## src/rtl/fwg_pkg.sv

```systemverilog
// Package: shared constants and types for the firmware glue register block.
// Assumes a 32-bit bus with four byte lanes and a 32-byte decode window.
package fwg_pkg;

    localparam int LANE_W = 8;
    localparam int BUS_W  = 32;
    localparam int BE_W   = BUS_W / LANE_W;
    localparam int OFS_W  = 5;

    // Word index inside the window (address bits [4:2]); the order is the map.
    typedef enum logic [2:0] {
        IDX_EXIT     = 3'd0,
        IDX_CPUID    = 3'd1,
        IDX_IRQ      = 3'd2,
        IDX_NCPU     = 3'd3,
        IDX_IN_DATA  = 3'd4,
        IDX_IN_STAT  = 3'd5,
        IDX_OUT_DATA = 3'd6,
        IDX_OUT_STAT = 3'd7
    } reg_idx_t;

    // One strobe per register side effect; at most one is high per cycle.
    typedef struct packed {
        logic exit_w;
        logic irq_w;
        logic in_data_w;
        logic in_stat_w;
        logic out_data_w;
        logic out_stat_w;
        logic in_poll;
    } strobe_t;

endpackage

```

## src/rtl/fwg_decode.sv

```systemverilog
// Module: fwg_decode
// Turns one bus request into a read index and a set of side-effect strobes.
// Assumes: only offset bits [4:2] matter; a write reaches a register only
// when byte lane 0 is enabled. A read of the input-status word is a poll.
module fwg_decode
    import fwg_pkg::*;
(
    input  logic             clk,
    input  logic             rst_n,
    input  logic             req,
    input  logic             we,
    input  logic [OFS_W-1:0] ofs,
    input  logic             be_lane0,
    output reg_idx_t         idx,
    output strobe_t          stb
);

    logic wr_ok;
    logic rd_ok;
    logic [1:0] unused_ofs_lo;

    assign unused_ofs_lo = ofs[1:0];

    // Select the word from the upper offset bits.
    always_comb begin
        idx = reg_idx_t'(ofs[OFS_W-1:2]);
    end

    // Qualify the request as a usable write or as a read.
    always_comb begin
        wr_ok = req && we && be_lane0;
        rd_ok = req && !we;
    end

    // Raise the strobe of the addressed register.
    always_comb begin
        stb            = '0;
        stb.exit_w     = wr_ok && (idx == IDX_EXIT);
        stb.irq_w      = wr_ok && (idx == IDX_IRQ);
        stb.in_data_w  = wr_ok && (idx == IDX_IN_DATA);
        stb.in_stat_w  = wr_ok && (idx == IDX_IN_STAT);
        stb.out_data_w = wr_ok && (idx == IDX_OUT_DATA);
        stb.out_stat_w = wr_ok && (idx == IDX_OUT_STAT);
        stb.in_poll    = rd_ok && (idx == IDX_IN_STAT);
    end

    AST_STROBE_ONEHOT: assert property (@(posedge clk) disable iff (!rst_n)
        $onehot0(stb)) else $error("decode raised more than one strobe");

    AST_NO_STROBE_IDLE: assert property (@(posedge clk) disable iff (!rst_n)
        !req |-> (stb == '0)) else $error("strobe without request");

endmodule

```

## src/rtl/fwg_irq_bank.sv

```systemverilog
// Module: fwg_irq_bank
// Holds one level-sensitive interrupt line per processor.
// Assumes: a port value selects the line with the same index; values at or
// above NUM_CPU match no line. The level is nonzero-means-high, and it is
// forced to zero when the level lane was not written.
module fwg_irq_bank #(
    parameter int NUM_CPU = 4,
    parameter int PORT_W  = 8
) (
    input  logic              clk,
    input  logic              rst_n,
    input  logic              wr_en,
    input  logic [PORT_W-1:0] port,
    input  logic              level_en,
    input  logic [PORT_W-1:0] level,
    output logic [NUM_CPU-1:0] irq_o
);

    logic drive_high;

    // Resolve the written level into a single bit.
    always_comb begin
        drive_high = level_en && (level != '0);
    end

    for (genvar gi = 0; gi < NUM_CPU; gi++) begin : g_line
        // Update this line only when the write names its index.
        always_ff @(posedge clk) begin
            if (!rst_n) begin
                irq_o[gi] <= 1'b0;
            end else if (wr_en && (port == PORT_W'(gi))) begin
                irq_o[gi] <= drive_high;
            end
        end
    end

    AST_IRQ_HOLD: assert property (@(posedge clk) disable iff (!rst_n)
        !wr_en |=> $stable(irq_o)) else $error("line moved without a write");

    AST_IRQ_SINGLE: assert property (@(posedge clk) disable iff (!rst_n)
        wr_en |=> ($countones(irq_o ^ $past(irq_o)) <= 1))
        else $error("one write changed several lines");

    AST_IRQ_RANGE: assert property (@(posedge clk) disable iff (!rst_n)
        (wr_en && (port >= PORT_W'(NUM_CPU))) |=> $stable(irq_o))
        else $error("out-of-range port moved a line");

endmodule

```

## src/rtl/fwg_console.sv

```systemverilog
// Module: fwg_console
// One-character console input buffer and a single-entry output port.
// Assumes: a poll (status read) samples cin_valid in the same cycle and
// consumes the character; an output byte is held on cout_data until the
// sink accepts it, and new output writes are dropped while one is held.
module fwg_console
    import fwg_pkg::*;
(
    input  logic              clk,
    input  logic              rst_n,
    input  logic              poll,
    input  logic              in_data_w,
    input  logic              out_data_w,
    input  logic              out_stat_w,
    input  logic [LANE_W-1:0] wbyte,
    input  logic              cin_valid,
    input  logic [LANE_W-1:0] cin_data,
    output logic              cin_ready,
    output logic              cout_valid,
    output logic [LANE_W-1:0] cout_data,
    input  logic              cout_ready,
    output logic [LANE_W-1:0] in_data_q,
    output logic [LANE_W-1:0] in_stat_rd,
    output logic [LANE_W-1:0] out_stat_rd
);

    logic              pending;
    logic [LANE_W-1:0] out_buf;
    logic [LANE_W-1:0] out_stat;
    logic              accept;

    // Consume the input character only when a poll sees one.
    always_comb begin
        cin_ready  = poll && cin_valid;
        in_stat_rd = {{(LANE_W-1){1'b0}}, cin_valid};
    end

    // Input buffer: a poll loads it or clears it; software may overwrite it.
    always_ff @(posedge clk) begin
        if (!rst_n) begin
            in_data_q <= '0;
        end else if (poll) begin
            in_data_q <= cin_valid ? cin_data : '0;
        end else if (in_data_w) begin
            in_data_q <= wbyte;
        end
    end

    // Handshake completes when the sink takes the held byte.
    always_comb begin
        accept = pending && cout_ready;
    end

    // Output byte and pending flag: load on an idle write, clear on accept.
    always_ff @(posedge clk) begin
        if (!rst_n) begin
            pending <= 1'b0;
            out_buf <= '0;
        end else if (out_data_w && !pending) begin
            pending <= 1'b1;
            out_buf <= wbyte;
        end else if (accept) begin
            pending <= 1'b0;
        end
    end

    // Output status byte: set by a sent byte, overwritable by software.
    always_ff @(posedge clk) begin
        if (!rst_n) begin
            out_stat <= LANE_W'(1);
        end else if (out_data_w && !pending) begin
            out_stat <= LANE_W'(1);
        end else if (out_stat_w) begin
            out_stat <= wbyte;
        end
    end

    // Expose stream and read-back values.
    always_comb begin
        cout_valid  = pending;
        cout_data   = out_buf;
        out_stat_rd = pending ? '0 : out_stat;
    end

    AST_COUT_HOLD: assert property (@(posedge clk) disable iff (!rst_n)
        (cout_valid && !cout_ready) |=> (cout_valid && $stable(cout_data)))
        else $error("held output byte changed");

    AST_POLL_LOAD: assert property (@(posedge clk) disable iff (!rst_n)
        poll |=> (in_data_q == ($past(cin_valid) ? $past(cin_data) : '0)))
        else $error("poll did not refresh the input byte");

    AST_CIN_READY_POLL: assert property (@(posedge clk) disable iff (!rst_n)
        cin_ready |-> (poll && cin_valid)) else $error("stray cin_ready");

    AST_STAT_BUSY: assert property (@(posedge clk) disable iff (!rst_n)
        cout_valid |-> (out_stat_rd == '0)) else $error("status 1 while busy");

endmodule

```

## src/rtl/fw_glue_regs.sv

```systemverilog
// Module: fw_glue_regs (top)
// Firmware glue register window: exit/halt, requester index, processor
// count, per-processor interrupt levels and a byte-wide console.
// Assumes: one-cycle requests; writes land on the sampling edge; read data
// is registered and flagged by bus_rvalid one cycle later; NUM_CPU <= 255.
module fw_glue_regs
    import fwg_pkg::*;
#(
    parameter int NUM_CPU = 4,
    parameter int ADDR_W  = 12,
    parameter int ID_W    = (NUM_CPU > 1) ? $clog2(NUM_CPU) : 1
) (
    input  logic               clk,
    input  logic               rst_n,
    input  logic               bus_req,
    input  logic               bus_we,
    input  logic [ADDR_W-1:0]  bus_addr,
    input  logic [3:0]         bus_be,
    input  logic [31:0]        bus_wdata,
    input  logic [ID_W-1:0]    bus_src_id,
    output logic [31:0]        bus_rdata,
    output logic               bus_rvalid,
    output logic               halt_req,
    output logic [7:0]         exit_code,
    output logic [NUM_CPU-1:0] irq_lines,
    input  logic               cin_valid,
    input  logic [7:0]         cin_data,
    output logic               cin_ready,
    output logic               cout_valid,
    output logic [7:0]         cout_data,
    input  logic               cout_ready
);

    localparam int UPPER_W = BUS_W - LANE_W;

    reg_idx_t          idx;
    strobe_t           stb;
    logic [LANE_W-1:0] wbyte;
    logic [LANE_W-1:0] level_byte;
    logic [LANE_W-1:0] in_data_q;
    logic [LANE_W-1:0] in_stat_rd;
    logic [LANE_W-1:0] out_stat_rd;
    logic [LANE_W-1:0] rd_byte;
    logic              unused_bits;

    assign unused_bits = ^{bus_addr[ADDR_W-1:OFS_W], bus_wdata[31:16], bus_be[3:2], stb.in_stat_w};

    // Pick out the lane-0 byte and the interrupt level lane.
    always_comb begin
        wbyte      = bus_wdata[LANE_W-1:0];
        level_byte = bus_wdata[2*LANE_W-1:LANE_W];
    end

    fwg_decode u_decode (
        .clk      (clk),
        .rst_n    (rst_n),
        .req      (bus_req),
        .we       (bus_we),
        .ofs      (bus_addr[OFS_W-1:0]),
        .be_lane0 (bus_be[0]),
        .idx      (idx),
        .stb      (stb)
    );

    fwg_irq_bank #(
        .NUM_CPU (NUM_CPU),
        .PORT_W  (LANE_W)
    ) u_irq (
        .clk      (clk),
        .rst_n    (rst_n),
        .wr_en    (stb.irq_w),
        .port     (wbyte),
        .level_en (bus_be[1]),
        .level    (level_byte),
        .irq_o    (irq_lines)
    );

    fwg_console u_console (
        .clk         (clk),
        .rst_n       (rst_n),
        .poll        (stb.in_poll),
        .in_data_w   (stb.in_data_w),
        .out_data_w  (stb.out_data_w),
        .out_stat_w  (stb.out_stat_w),
        .wbyte       (wbyte),
        .cin_valid   (cin_valid),
        .cin_data    (cin_data),
        .cin_ready   (cin_ready),
        .cout_valid  (cout_valid),
        .cout_data   (cout_data),
        .cout_ready  (cout_ready),
        .in_data_q   (in_data_q),
        .in_stat_rd  (in_stat_rd),
        .out_stat_rd (out_stat_rd)
    );

    // Sticky halt request with the most recent exit code.
    always_ff @(posedge clk) begin
        if (!rst_n) begin
            halt_req  <= 1'b0;
            exit_code <= '0;
        end else if (stb.exit_w) begin
            halt_req  <= 1'b1;
            exit_code <= wbyte;
        end
    end

    // Choose the byte a read of the addressed word returns.
    always_comb begin
        unique case (idx)
            IDX_CPUID:    rd_byte = LANE_W'(bus_src_id);
            IDX_NCPU:     rd_byte = LANE_W'(NUM_CPU);
            IDX_IN_DATA:  rd_byte = in_data_q;
            IDX_IN_STAT:  rd_byte = in_stat_rd;
            IDX_OUT_DATA: rd_byte = cout_data;
            IDX_OUT_STAT: rd_byte = out_stat_rd;
            default:      rd_byte = '0;
        endcase
    end

    // Register the read response with the upper lanes zeroed.
    always_ff @(posedge clk) begin
        if (!rst_n) begin
            bus_rvalid <= 1'b0;
            bus_rdata  <= '0;
        end else begin
            bus_rvalid <= bus_req && !bus_we;
            bus_rdata  <= (bus_req && !bus_we) ? {{UPPER_W{1'b0}}, rd_byte} : '0;
        end
    end

    AST_HALT_STICKY: assert property (@(posedge clk) disable iff (!rst_n)
        halt_req |=> halt_req) else $error("halt request dropped");

    AST_RVALID_AFTER_READ: assert property (@(posedge clk) disable iff (!rst_n)
        (bus_req && !bus_we) |=> bus_rvalid) else $error("missing read response");

    AST_RDATA_UPPER_ZERO: assert property (@(posedge clk) disable iff (!rst_n)
        bus_rvalid |-> (bus_rdata[31:8] == '0)) else $error("upper lanes nonzero");

    AST_EXIT_CODE_HOLD: assert property (@(posedge clk) disable iff (!rst_n)
        !(bus_req && bus_we) |=> $stable(exit_code)) else $error("exit code moved");

endmodule

```

## config.mk

```make
export PLATFORM = sky130hd
export DESIGN_NAME = fw_glue_regs
export DESIGN_NICKNAME = d
export VERILOG_FILES = /design/src/rtl/fwg_pkg.sv /design/src/rtl/fwg_decode.sv /design/src/rtl/fwg_irq_bank.sv /design/src/rtl/fwg_console.sv /design/src/rtl/fw_glue_regs.sv
export SDC_FILE = /design/constraint.sdc
export NUM_CORES = 1
export LEC_CHECK = 0
export BUFFER_PORTS_ARGS = -buffer_cell sky130_fd_sc_hd__buf_4
export CAP_MARGIN = 25
export CORE_ASPECT_RATIO = 0.7
export CORE_MARGIN = 8
export CORE_UTILIZATION = 40
export CTS_CLUSTER_DIAMETER = 40
export CTS_CLUSTER_SIZE = 24
export DETAILED_ROUTE_END_ITERATION = 6
export PLACE_DENSITY_LB_ADDON = 0.3
export SYNTH_ARGS = -nofsm -noshare
export SYNTH_HDL_FRONTEND = slang
export SYNTH_SLANG_ARGS = --single-unit
```

## constraint.sdc

```tcl
create_clock -name clk -period 1.21 [get_ports clk]
set_clock_uncertainty 0.1 [all_clocks]
set_input_delay 0.242 -clock clk [delete_from_list [all_inputs] [get_ports clk]]
set_output_delay 0.242 -clock clk [all_outputs]
set_load 0.01 [all_outputs]
```

After elaboration in Yosys (flattened, before gate mapping):

Index checks and enable logic that the tools add are counted.

* add/sub/neg operators: 0
* shifts and indexed selects: 0
* divide/modulo/power cells: 0
* bitwise logic cells: 1
* equal/unequal tests: 10
* $mul: 0
* muxes and demuxes: 7
* reduce and logical (&&, ||, !) cells: 26
* order comparisons: 0

Operators by type and width (number)
* case mux 8 bit (6 select lines): 1
* two-way mux 8 bit: 4
* logical AND 1 bit: 17
* == test 8 x 2 -> 1 bit (second input constant): 2
* == test 3 bit (second input constant): 4
* == test 8 x 1 -> 1 bit (second input constant): 1
* logical NOT 8 bit: 1
* nonzero test 8 bit: 1
* == test 3 x 2 -> 1 bit (second input constant): 2
* nonzero test 2 bit: 2
* == test 3 x 1 -> 1 bit (second input constant): 1
* logical NOT 3 bit: 1
* logical NOT 1 bit: 2
* two-way mux 1 bit: 2
* AND reduction 2 bit: 1
* OR reduction 2 bit: 1
* NOT 1 bit: 1

* input port bits: 64
* ROM bits: 0
* bits in registers: 71
* output and inout port bits: 56
* logic and storage cells: 57
* RAM bits: 0
* memories: 0
* bits in latches: 0

Logic depth before layout (Yosys ltp):

Gate-level depths: netlist of run 1.

* word-level depth: 5
* mapped depth: 5
* depth with buffers taken out: 3

Modules after synthesis:

From an unflattened synthesis of run 1, not the netlist that was laid out.

* cells, all modules: 278
* area, all modules: 2558.7 µm²

By module, submodules not included
* fwg_console: sequential area each 500.5 µm², cells each 130, area an instance 1164.9 µm², instances 1
* fw_glue_regs: sequential area each 360.3 µm², cells each 107, area an instance 1043.5 µm², instances 1
* fwg_irq_bank: sequential area each 80.1 µm², cells each 23, area an instance 231.5 µm², instances 1
* fwg_decode: sequential area each 0.0 µm², cells each 18, area an instance 118.9 µm², instances 1

Worst setup path after synthesis of run 1:

Ideal clock, no wire load.

* path type: register to register
* start point: register u_console.pending (netlist: u_console.cout_valid)
* end point: register u_console.out_stat[1]
* library setup time: 124 ps
* cell stages (with the launch flop): 5
* arrival: 1137 ps
* path buffers: 1
* path slack: -151 ps
* cells stage by stage: dfxtp_1 or3b_1 buf_2 o21ai_4 a21oi_1

* longest elaborated chain between the ends: 3

Ends and longest elaborated chain
* start, declared: line fwg_console.sv:27 `logic pending;`
* start signal, assigned: line fwg_console.sv:57 `pending <= 1'b0;`
* start signal, assigned: line fwg_console.sv:60 `pending <= 1'b1;`
* start signal, assigned: line fwg_console.sv:63 `pending <= 1'b0;`
* logical NOT 1 bit: line fwg_console.sv:71 `end else if (out_data_w && !pending) begin`
* logical AND 1 bit: line fwg_console.sv:71
* OR reduction 2 bit (no source line)
* end signal, assigned: line fwg_console.sv:74 `out_stat <= wbyte;`
* end, declared: line fwg_console.sv:29 `logic [LANE_W-1:0] out_stat;`

No other way between the ends.
A chain may end at the register's enable or synchronous reset.

Worst setup path in the final report of run 1:

* start point: register u_console.pending (netlist: u_console.cout_valid)
* end point: register u_console.out_stat[2]

Same word-level chain as after synthesis.

==> flow_summary.yaml, run 1 <==
global_routing:
  antenna_found_initial: 0
  grt_max_degree: 22
  grt-ovfl-total: 0
  grt_pass1_vias: 2281
  grt_pass1_wl_mm: 11.7
  track_usage_pct: 16.9
layout:
  fillCellCount: 546
  num_antenna_cells: 0
  postLayoutCellArea_mm2: 0.00340
  mostFrequentLayoutCell: "buf_4"
  nets: 429
  layout_common_cells: "95 x buf_4, 43 x dfxtp_1, 24 x nand3_1, 24 x conb_1, 17 x a21oi_1"
  drive_gt1_share_pct: 38.6
  utilization_pct: 58.5
  synthToLayoutAreaGrowth_pct: 39.7
power:
  p_switching_uw: 832
  p_leak_nw: 1.43
  ir_worst_vdd_mv: 0.678
  p_sw_share_pct: 25.5
  pwr-share-comb_pct: 16.5
  clock_power_share_pct: 35.3
  pwr-share-seq_pct: 48.3
  p_per_area_mw_per_mm2: 957
  intPower_mw: 2.43
floorplanning:
  start_util_pct: 41.9
  io_pins: 120
  coreArea_mm2: 0.00581
  die_h_um: 81.3
  num_rows: 23
  fp.dieW_um: 109
  die_area_mm2: 0.00888
status:
  violations: "negative setup slack"
  status: "finished with violations"
min_path:
  min_path_type: "input pin to flip-flop"
route:
  drt-total-wl_mm: 7.86
  drt_first_iter_violations: 114
  first_pass_iters: 4
  wl_per_cell_um: 17.9
  ant_nets: 0
  via_per_inst: 5.40
  vias: 2374
  drc: 0
synth:
  synth_top_family_by_area: "compound AO/OA/AOI/OAI gates"
  ys_ff_latch: 47
  seq_area_frac_synth_pct: 38.6
  synth-adder-area-share_pct: 0
  synthXorXnorAreaFrac_pct: 0
  syn_inst: 271
  synthMuxAreaShare_pct: 4.16
  synthSimpleGateAreaFrac_pct: 19.6
  synth.distinct_cells: 42
  synth_compound_area_share_pct: 25.5
  synthesis.area_mm2: 0.00244
  ys_async_sr_fraction_pct: 0
  synth_area_per_cell_um2: 8.99
  yosysWarnings: 0
  synthFlopType: "dfxtp_1"
  synth_edf_count: 0
worst_setup_path:
  reg2reg_depth: 3
  crit_start: "u_console.cout_valid$_SDFFE_PN0P_"
  cp_max_fo: 7
  rr_startpoint: "u_console.cout_valid$_SDFFE_PN0P_"
  r2r-end: "u_console.out_stat[2]$_SDFFE_PP0P_"
  cp.required_ns: 1.30
  start_kind: "flip-flop"
  endpoint: "u_console.out_stat[2]$_SDFFE_PP0P_"
  rrSetupSlack_ns: -0.16
  cp.arrival_ns: 1.45
  crit_type: "flip-flop to flip-flop"
  endpoint_kind: "flip-flop"
cts:
  clk_pin_slew_ns: 0.08
  cts_max_path_buffers: 2
  cts_hold_buf: 0
  cts_buffers: 5
  insertion_delay_ns: 0.31
  ctsHtreeMaxLevel: 2
  cts_sinks: 47
  cts_root_buf: "clkbuf_8"
  cts_tree: "yes"
sta:
  finalSetupViolations: 21
  finalHoldViolations: 0
  drv_slew: 0
  fin_crit_ns: 1.37
  clock.fmax_ghz: 0.732
  timing.final.crit_share_pct: 113
  finalWorstSetupSlack_ns: -0.156
  rsz0062_at_grt: "true"
place:
  port_buffers: 68
  dp_hpwl_mm: 5.62
  place_congestion: 0.909
  dpl_cell_area_mm2: 0.00309
job:
  maxCapViolCount: 0
## cells in the mapped netlist (all sizes together) (3+ instances only)
| cell | instances | area, µm² |
|---|---|---|
| dfxtp | 47 | 941 |
| buf | 37 | 267 |
| o21ai | 29 | 156 |
| nand3 | 28 | 140 |
| a21boi | 25 | 188 |
| a21oi | 18 | 90.1 |
| mux2i | 9 | 90.1 |
| nand2 | 8 | 30.0 |
| o221a | 8 | 90.1 |
| nor2 | 7 | 26.3 |
| clkbuf | 6 | 22.5 |
| nand4 | 6 | 37.5 |
| nor2b | 6 | 37.5 |
| a2bb2oi | 5 | 43.8 |
| and3b | 4 | 35.0 |
| and4b | 3 | 30.0 |
## what timing repair did
| action | 4_1_cts | 5_1_grt |
|---|---|---|
| buffers inserted | 5 | 3 |
| gates cloned | 1 | 1 |
| pin swaps | 7 | 13 |
| gates resized for setup | 22 | 18 |
| endpoints found under the setup margin | 23 | 36 |
## routing by layer
layer	GRT usage, %	vias to the layer above	share of wire [%]
met5	0	-	0
met4	3.22	0	0.48
met3	7.59	4	10
met2	25.3	102	44
met1	22.0	1127	45
li1	-	1141	-
## logic make-up (layout without fill, tap and decap cells)
| family | after synthesis | in the layout |
|---|---|---|
| flops | 47 | 47 |
| other cells | 1 | 24 |
| buf+inv | 44 | 114 |
| mux | 10 | 10 |
| simple gates | 78 | 79 |
| compound gates | 91 | 91 |
## flip-flops by register name, indices dropped and copies added (netlist names)
register and cells:
u_console.cout_data 8, u_irq.irq_o 4, u_console.out_stat 8, bus_rdata 8, u_console.in_data_q 8, halt_req 1
exit_code 8, u_console.cout_valid 1, bus_rvalid 1
## metrics by stage
step | hold WS (ns) | TNS (ns) | worst slack [ns] | instances | power, mW
floorplan | 0.289 | -2.05 | -0.106 | 294 | 1.90
global placement | 0.348 | -9.31 | -0.272 | 423 | 2.06
detailed placement | 0.352 | -9.82 | -0.297 | 423 | 2.07
CTS | 0.116 | -0.981 | -0.100 | 436 | 3.22
global route | 0.108 | -2.53 | -0.188 | 440 | 3.37
finish | 0.116 | -1.50 | -0.156 | 440 | 3.26
## power groups by stage
| stage | logic (mW) | clock network [mW] | registers (mW) |
|---|---|---|---|
| final | 0.538 | 1.15 | 1.57 |
| after global routing | 0.572 | 1.23 | 1.57 |
| after CTS | 0.491 | 1.16 | 1.57 |
| after detailed placement | 0.461 | 0 | 1.61 |
| after global placement | 0.455 | 0 | 1.61 |
| after floorplan | 0.291 | 0 | 1.61 |
## worst max-delay path: stages, from the launching register on
cell and delay (ns):
dfxtp_4 0.37, or3b_4 0.43, o21ai_4 0.26, a21oi_1 0.08
## how the worst min path moves through the flow
stage / startpoint / cells past startpoint / to
4_1_cts: rst_n / 2 / exit_code[1]$_SDFFE_PN0P_
2_1_floorplan: bus_wdata[7] / 2 / exit_code[7]$_SDFFE_PN0P_
6_report: cout_ready / 3 / u_console.cout_valid$_SDFFE_PN0P_
3_5_place_dp: u_irq.irq_o[1]$_SDFFE_PN0P_ / 2 / u_irq.irq_o[1]$_SDFFE_PN0P_
3_3_place_gp: u_irq.irq_o[3]$_SDFFE_PN0P_ / 2 / u_irq.irq_o[3]$_SDFFE_PN0P_
5_1_grt: rst_n / 2 / exit_code[1]$_SDFFE_PN0P_
## final cells by class
class	instances	area, µm²	share of cell area (%)
clock inverters	1	30.0	0.882
repair buffers	106	881	25.9
flip-flops and latches	47	948	27.9
clock buffers	6	72.6	2.13
inverters	1	3.75	0.110
well taps	75	93.8	2.76
multi-input cells	204	1370	40.4
Power figures use the tool's default switching activity.
==> inputs of run 2 (changes only) <==
--- a/config.mk
+++ b/config.mk
@@ -8,9 +8,9 @@
 export BUFFER_PORTS_ARGS = -buffer_cell sky130_fd_sc_hd__buf_4
 export CAP_MARGIN = 25
 export CORE_ASPECT_RATIO = 0.7
-export CORE_MARGIN = 8
+export CORE_MARGIN = 2
 export CORE_UTILIZATION = 40
-export CTS_CLUSTER_DIAMETER = 40
+export CTS_CLUSTER_DIAMETER = 50
 export CTS_CLUSTER_SIZE = 24
 export DETAILED_ROUTE_END_ITERATION = 6
 export PLACE_DENSITY_LB_ADDON = 0.3
==> constraint.sdc (replaced) <==
create_clock -name clk -period 1.21 [get_ports clk]
set_clock_uncertainty 0.1 [all_clocks]
set_input_delay 0.242 -clock clk [delete_from_list [all_inputs] [get_ports clk]]
set_output_delay 0.242 -clock clk [all_outputs]
set_load 0.005 [all_outputs]
==> run 2 against run 1 <==
- the run still ends with negative setup slack left
- combinational power fell by 3%
- sequential power about the same
- setup slack improved by 0.073 ns
- global-route usage rose by 3.2 points
- cell count is the same
- critical endpoint is now u_console.out_stat[4]$_SDFFE_PP0P_
- largest cell class unchanged
==> flow_summary.yaml, run 2 (same netlist as run 1, synthesis figures left out) <==
floorplanning:
  die_h_um: 69.3
  fp.dieW_um: 97.3
  coreArea_mm2: 0.00581
  die_area_mm2: 0.00674
  io_pins: 120
  start_util_pct: 41.9
  num_rows: 23
worst_setup_path:
  endpoint_kind: "flip-flop"
  cp_top_family: "simple AND/OR/NAND/NOR gates"
  crit_path_cell_trace: "or3b_4, o21ai_4, a21oi_1"
  slowest_stage: "or3b_4"
  start_kind: "flip-flop"
  path_buf_inv: 0
  cp.arrival_ns: 1.40
  crit_type: "flip-flop to flip-flop"
  cp_max_fo: 7
  cp.required_ns: 1.32
  cpPeakStageDelay_ns: 0.43
sta:
  whs_ns: 0.0960
  finalSetupViolations: 20
  drv_slew: 0
  fin_crit_ns: 1.29
  timing.final.crit_share_pct: 107
  finalHoldViolations: 0
  clock.fmax_ghz: 0.774
  finalWorstSetupSlack_ns: -0.0827
  tns_ns: -0.886
  rsz0062_at_grt: "true"
cts:
  cts_sinks: 47
  cts_buffers: 5
  clk_pin_slew_ns: 0.10
  cts_root_buf: "clkbuf_8"
  ctsHtreeMaxLevel: 2
  insertion_delay_ns: 0.31
  cts_tree: "yes"
  cts_max_path_buffers: 2
  cts_hold_buf: 0
layout:
  fillCellCount: 516
  mostFrequentLayoutCell: "buf_4"
  layout_common_cells: "94 x buf_4, 43 x dfxtp_1, 27 x nand3_1, 24 x conb_1, 18 x a21oi_1"
  multi_input_area_mm2: 0.00136
  nets: 428
  postLayoutCellArea_mm2: 0.00341
  seq_area_um2: 946
  synthToLayoutAreaGrowth_pct: 40.1
  num_antenna_cells: 0
  drive_gt1_share_pct: 38.1
route:
  vias: 2416
  first_pass_iters: 4
  via_per_inst: 5.49
  drt_first_iter_violations: 107
  ant_nets: 0
  drt-total-wl_mm: 7.19
  drc: 0
  wl_per_cell_um: 16.3
global_routing:
  grt_max_degree: 28
  grt-ovfl-total: 0
  track_usage_pct: 20.1
  antenna_found_initial: 0
  grt_pass1_wl_mm: 10.8
  grt_pass1_vias: 2217
power:
  p_per_area_mw_per_mm2: 964
  p_leak_nw: 1.44
  ir_worst_vdd_mv: 0.437
place:
  dp_hpwl_mm: 5.20
  place_congestion: 0.828
  port_buffers: 68
  dpl_cell_area_mm2: 0.00313
min_path:
  min_path_type: "input pin to flip-flop"
status:
  violations: "negative setup slack"
  status: "finished with violations"
job:
  maxCapViolCount: 0
run 2: power breakdown:
part / switching (mW) / internal (mW) / leakage [nW] / total, mW
Combinational: 0.252 / 0.270 / 1.00 / 0.523
Clock: 0.575 / 0.616 / 0.0581 / 1.19
Sequential: 0.0117 / 1.56 / 0.381 / 1.58
Total: 0.839 / 2.45 / 1.44 / 3.29
run 2: worst paths after layout:
kind         depth (start not counted)  slack [ns]                               from                                 end
min reg2reg                          2        0.37        u_irq.irq_o[0]$_SDFFE_PN0P_         u_irq.irq_o[0]$_SDFFE_PN0P_
max reg2reg                          3       -0.08  u_console.cout_valid$_SDFFE_PN0P_  u_console.out_stat[4]$_SDFFE_PP0P_
min                                  3         0.1                         cout_ready   u_console.cout_valid$_SDFFE_PN0P_
max                                  3       -0.08  u_console.cout_valid$_SDFFE_PN0P_  u_console.out_stat[4]$_SDFFE_PP0P_
run 2: stage by stage:
stage          power (mW)  instances  setup slack [ns]  util (%)
2_1_floorplan        1.88        294           -0.0908         -
3_3_place_gp         2.06        424            -0.268      53.9
3_5_place_dp         2.07        424            -0.304      53.9
4_1_cts              3.26        434           -0.0760      56.8
5_1_grt              3.41        440            -0.118      58.7
6_report             3.29        440           -0.0827      58.7
run 2: worst reg2reg max path: cells and delay by family (launching register included):
| kind | cells | cell delay [ns] |
|---|---|---|
| AND/OR/NAND/NOR | 1 | 0.43 |
| AO/OA/AOI/OAI | 2 | 0.32 |
| flip-flops | 1 | 0.35 |
run 2: metal layers:
metal  part of all wire, %  vias to the layer above  track usage, %
li1                      -                     1137               -
met1                    43                     1152            26.6
met2                    45                      123            30.8
met3                    11                        4            7.46
met4                  0.72                        0            5.56
met5                     0                        -               0
run 2: repair_timing:
item / CTS / global route
gates resized for setup: 14 / 19
pin swaps: 6 / 4
endpoints found under the setup margin: 18 / 40
gates cloned: 0 / 1
setup buffers: 2 / 5
run 2: layout make-up:
class	instances	share of cell area [%]
Clock buffer	5	2.02
Clock inverter	3	1.28
Inverter	1	0.110
Multi-Input combinational cell	204	39.9
Sequential cell	47	27.7
Tap cell	75	2.75
Timing Repair Buffer	105	26.2
==> inputs of run 3 (changes only) <==
--- a/config.mk
+++ b/config.mk
@@ -5,7 +5,6 @@
 export SDC_FILE = /design/constraint.sdc
 export NUM_CORES = 1
 export LEC_CHECK = 0
-export BUFFER_PORTS_ARGS = -buffer_cell sky130_fd_sc_hd__buf_4
 export CAP_MARGIN = 25
 export CORE_ASPECT_RATIO = 0.7
 export CORE_MARGIN = 2
@@ -13,6 +12,8 @@
 export CTS_CLUSTER_DIAMETER = 50
 export CTS_CLUSTER_SIZE = 24
 export DETAILED_ROUTE_END_ITERATION = 6
+export DONT_BUFFER_PORTS = 1
+export GPL_TIMING_DRIVEN = 0
 export PLACE_DENSITY_LB_ADDON = 0.3
 export SYNTH_ARGS = -nofsm -noshare
 export SYNTH_HDL_FRONTEND = slang
==> run 3 against run 2 <==
- combinational power down 22%
- largest cell class unchanged
- sequential share of layout area is 4.3 points higher
- utilization is 8.0 points lower
- hold slack lost 0.093 ns
- global-route usage grew 1.2 points
- critical path depth did not move
- setup slack lost 0.11 ns
- die area is the same
- the run still ends with negative setup slack left
- flip-flop and latch count stayed put
- cell count shrank 11%
- total power down 2.9%
==> flow_summary.yaml, run 3 (same netlist as run 1, synthesis figures left out) <==
min_path:
  min_path_type: "input pin to flip-flop"
global_routing:
  met2_usage_pct: 31.0
  grt_pass1_vias: 2068
  grt-ovfl-total: 0
  antenna_found_initial: 0
  met3_usage_pct: 9.88
  grt_max_degree: 15
  met1_usage_pct: 29.2
  grt_pass1_wl_mm: 11.3
  track_usage_pct: 21.3
  grt-busiest-layer: "met2"
cts:
  cts_sinks: 47
  cts_buffers: 5
  insertion_delay_ns: 0.31
  cts_max_path_buffers: 2
  clk_pin_slew_ns: 0.09
  cts_tree: "yes"
  cts_root_buf: "clkbuf_8"
  ctsHtreeMaxLevel: 2
layout:
  drive_gt1_share_pct: 21.8
  layout_common_cells: "46 x dfxtp_1, 30 x buf_4, 27 x nand3_1, 24 x conb_1"
  utilization_pct: 50.7
  fillCellCount: 558
  nets: 379
  postLayoutCellArea_mm2: 0.00295
  synthToLayoutAreaGrowth_pct: 21.1
  mostFrequentLayoutCell: "dfxtp_1"
  seq_area_um2: 945
  multi_input_area_mm2: 0.00135
  num_antenna_cells: 0
floorplanning:
  die_area_mm2: 0.00674
  start_util_pct: 41.9
  io_pins: 120
  coreArea_mm2: 0.00581
  fp.dieW_um: 97.3
  num_rows: 23
  die_h_um: 69.3
worst_setup_path:
  crit_type: "flip-flop to flip-flop"
  cp.required_ns: 1.30
  crit_path_cell_trace: "or3b_4, o21ai_4, a21oi_1"
  cp_max_fo: 7
  cp.arrival_ns: 1.49
  start_kind: "flip-flop"
  cpPeakStageDelay_ns: 0.44
  endpoint_kind: "flip-flop"
  slowest_stage: "or3b_4"
route:
  ant_nets: 0
  drt_first_iter_violations: 219
  vias: 2243
  drc: 0
  drt-total-wl_mm: 7.37
  wl_per_cell_um: 18.9
  first_pass_iters: 5
  via_per_inst: 5.74
sta:
  finalHoldViolations: 0
  drv_slew: 0
  timing.final.crit_share_pct: 116
  worstMarginPinSlew_ns: 0.605
  finalSetupViolations: 15
  rsz0062_at_grt: "true"
  slew_headroom_pct: 59.4
  clock.fmax_ghz: 0.713
  fin_crit_ns: 1.40
  finalWorstSetupSlack_ns: -0.192
power:
  power.total_mw: 3.19
  p_leak_nw: 1.15
  ir_worst_vdd_mv: 0.457
  p_per_area_mw_per_mm2: 1080
place:
  dp_worst_setup_slack_ns: -0.359
  dpl_cell_area_mm2: 0.00265
  place_congestion: 0.877
  port_buffers: 0
  dp_hpwl_mm: 5.08
job:
  maxCapViolCount: 0
status:
  violations: "negative setup slack"
  status: "finished with violations"
==> run 3: path summary, 6_finish.rpt <==
check	from	endpoint	slack (ns)	cells past startpoint
worst max-delay path	u_console.cout_valid$_SDFFE_PN0P_	u_console.out_stat[1]$_SDFFE_PP0P_	-0.19	3
worst min-delay path	bus_wdata[0]	exit_code[0]$_SDFFE_PN0P_	0.003	2
worst max register to register	u_console.cout_valid$_SDFFE_PN0P_	u_console.out_stat[1]$_SDFFE_PP0P_	-0.19	3
worst min register to register	u_console.out_stat[5]$_SDFFE_PP0P_	u_console.out_stat[5]$_SDFFE_PP0P_	0.38	2
==> run 3: critical path: cells and delay by family (launching register included) <==
| kind | cells | cell delay (ns) |
|---|---|---|
| DFF | 1 | 0.39 |
| AOI/OAI and AO/OA | 2 | 0.36 |
| and+or+nand+nor | 1 | 0.44 |
==> run 3: what timing repair did <==
action                     CTS  global route
hold endpoints to repair    22             1
setup endpoints to repair   20            24
pin swaps                    4             1
buffers inserted             2             3
cloned                       0             1
gates resized for setup      3            19
hold buffers                 8             1
==> run 3: final cells by class <==
| cell class | count | area share (%) |
|---|---|---|
| multi-input cells | 204 | 45.6 |
| flip-flops and latches | 47 | 32.0 |
| plain buffers | 42 | 10.4 |
| repair buffers | 14 | 4.67 |
| well taps | 75 | 3.18 |
| clock buffers | 6 | 2.80 |
| clock inverters | 2 | 1.19 |
| inverters | 1 | 0.127 |
==> run 3: routing by layer <==
layer	vias up	share of wire, %
li1	1039	-
met1	1067	42
met2	131	42
met3	6	14
met4	0	0.76
met5	-	0
==> run 3: where the power goes <==
group	switching [mW]	internal, mW	total [mW]
logic	0.212	0.194	0.406
registers	0.0131	1.56	1.57
clock network	0.544	0.669	1.21
==> run 3: stage by stage <==
stage                     std cells  TNS [ns]  hold WS [ns]
final                           391     -2.29       0.00315
after floorplan                 294     -1.82         0.289
after global routing            391     -2.92       0.00728
after global placement          369     -8.65         0.292
after detailed placement        369     -9.11         0.300
after CTS                       387     -2.50       0.00763
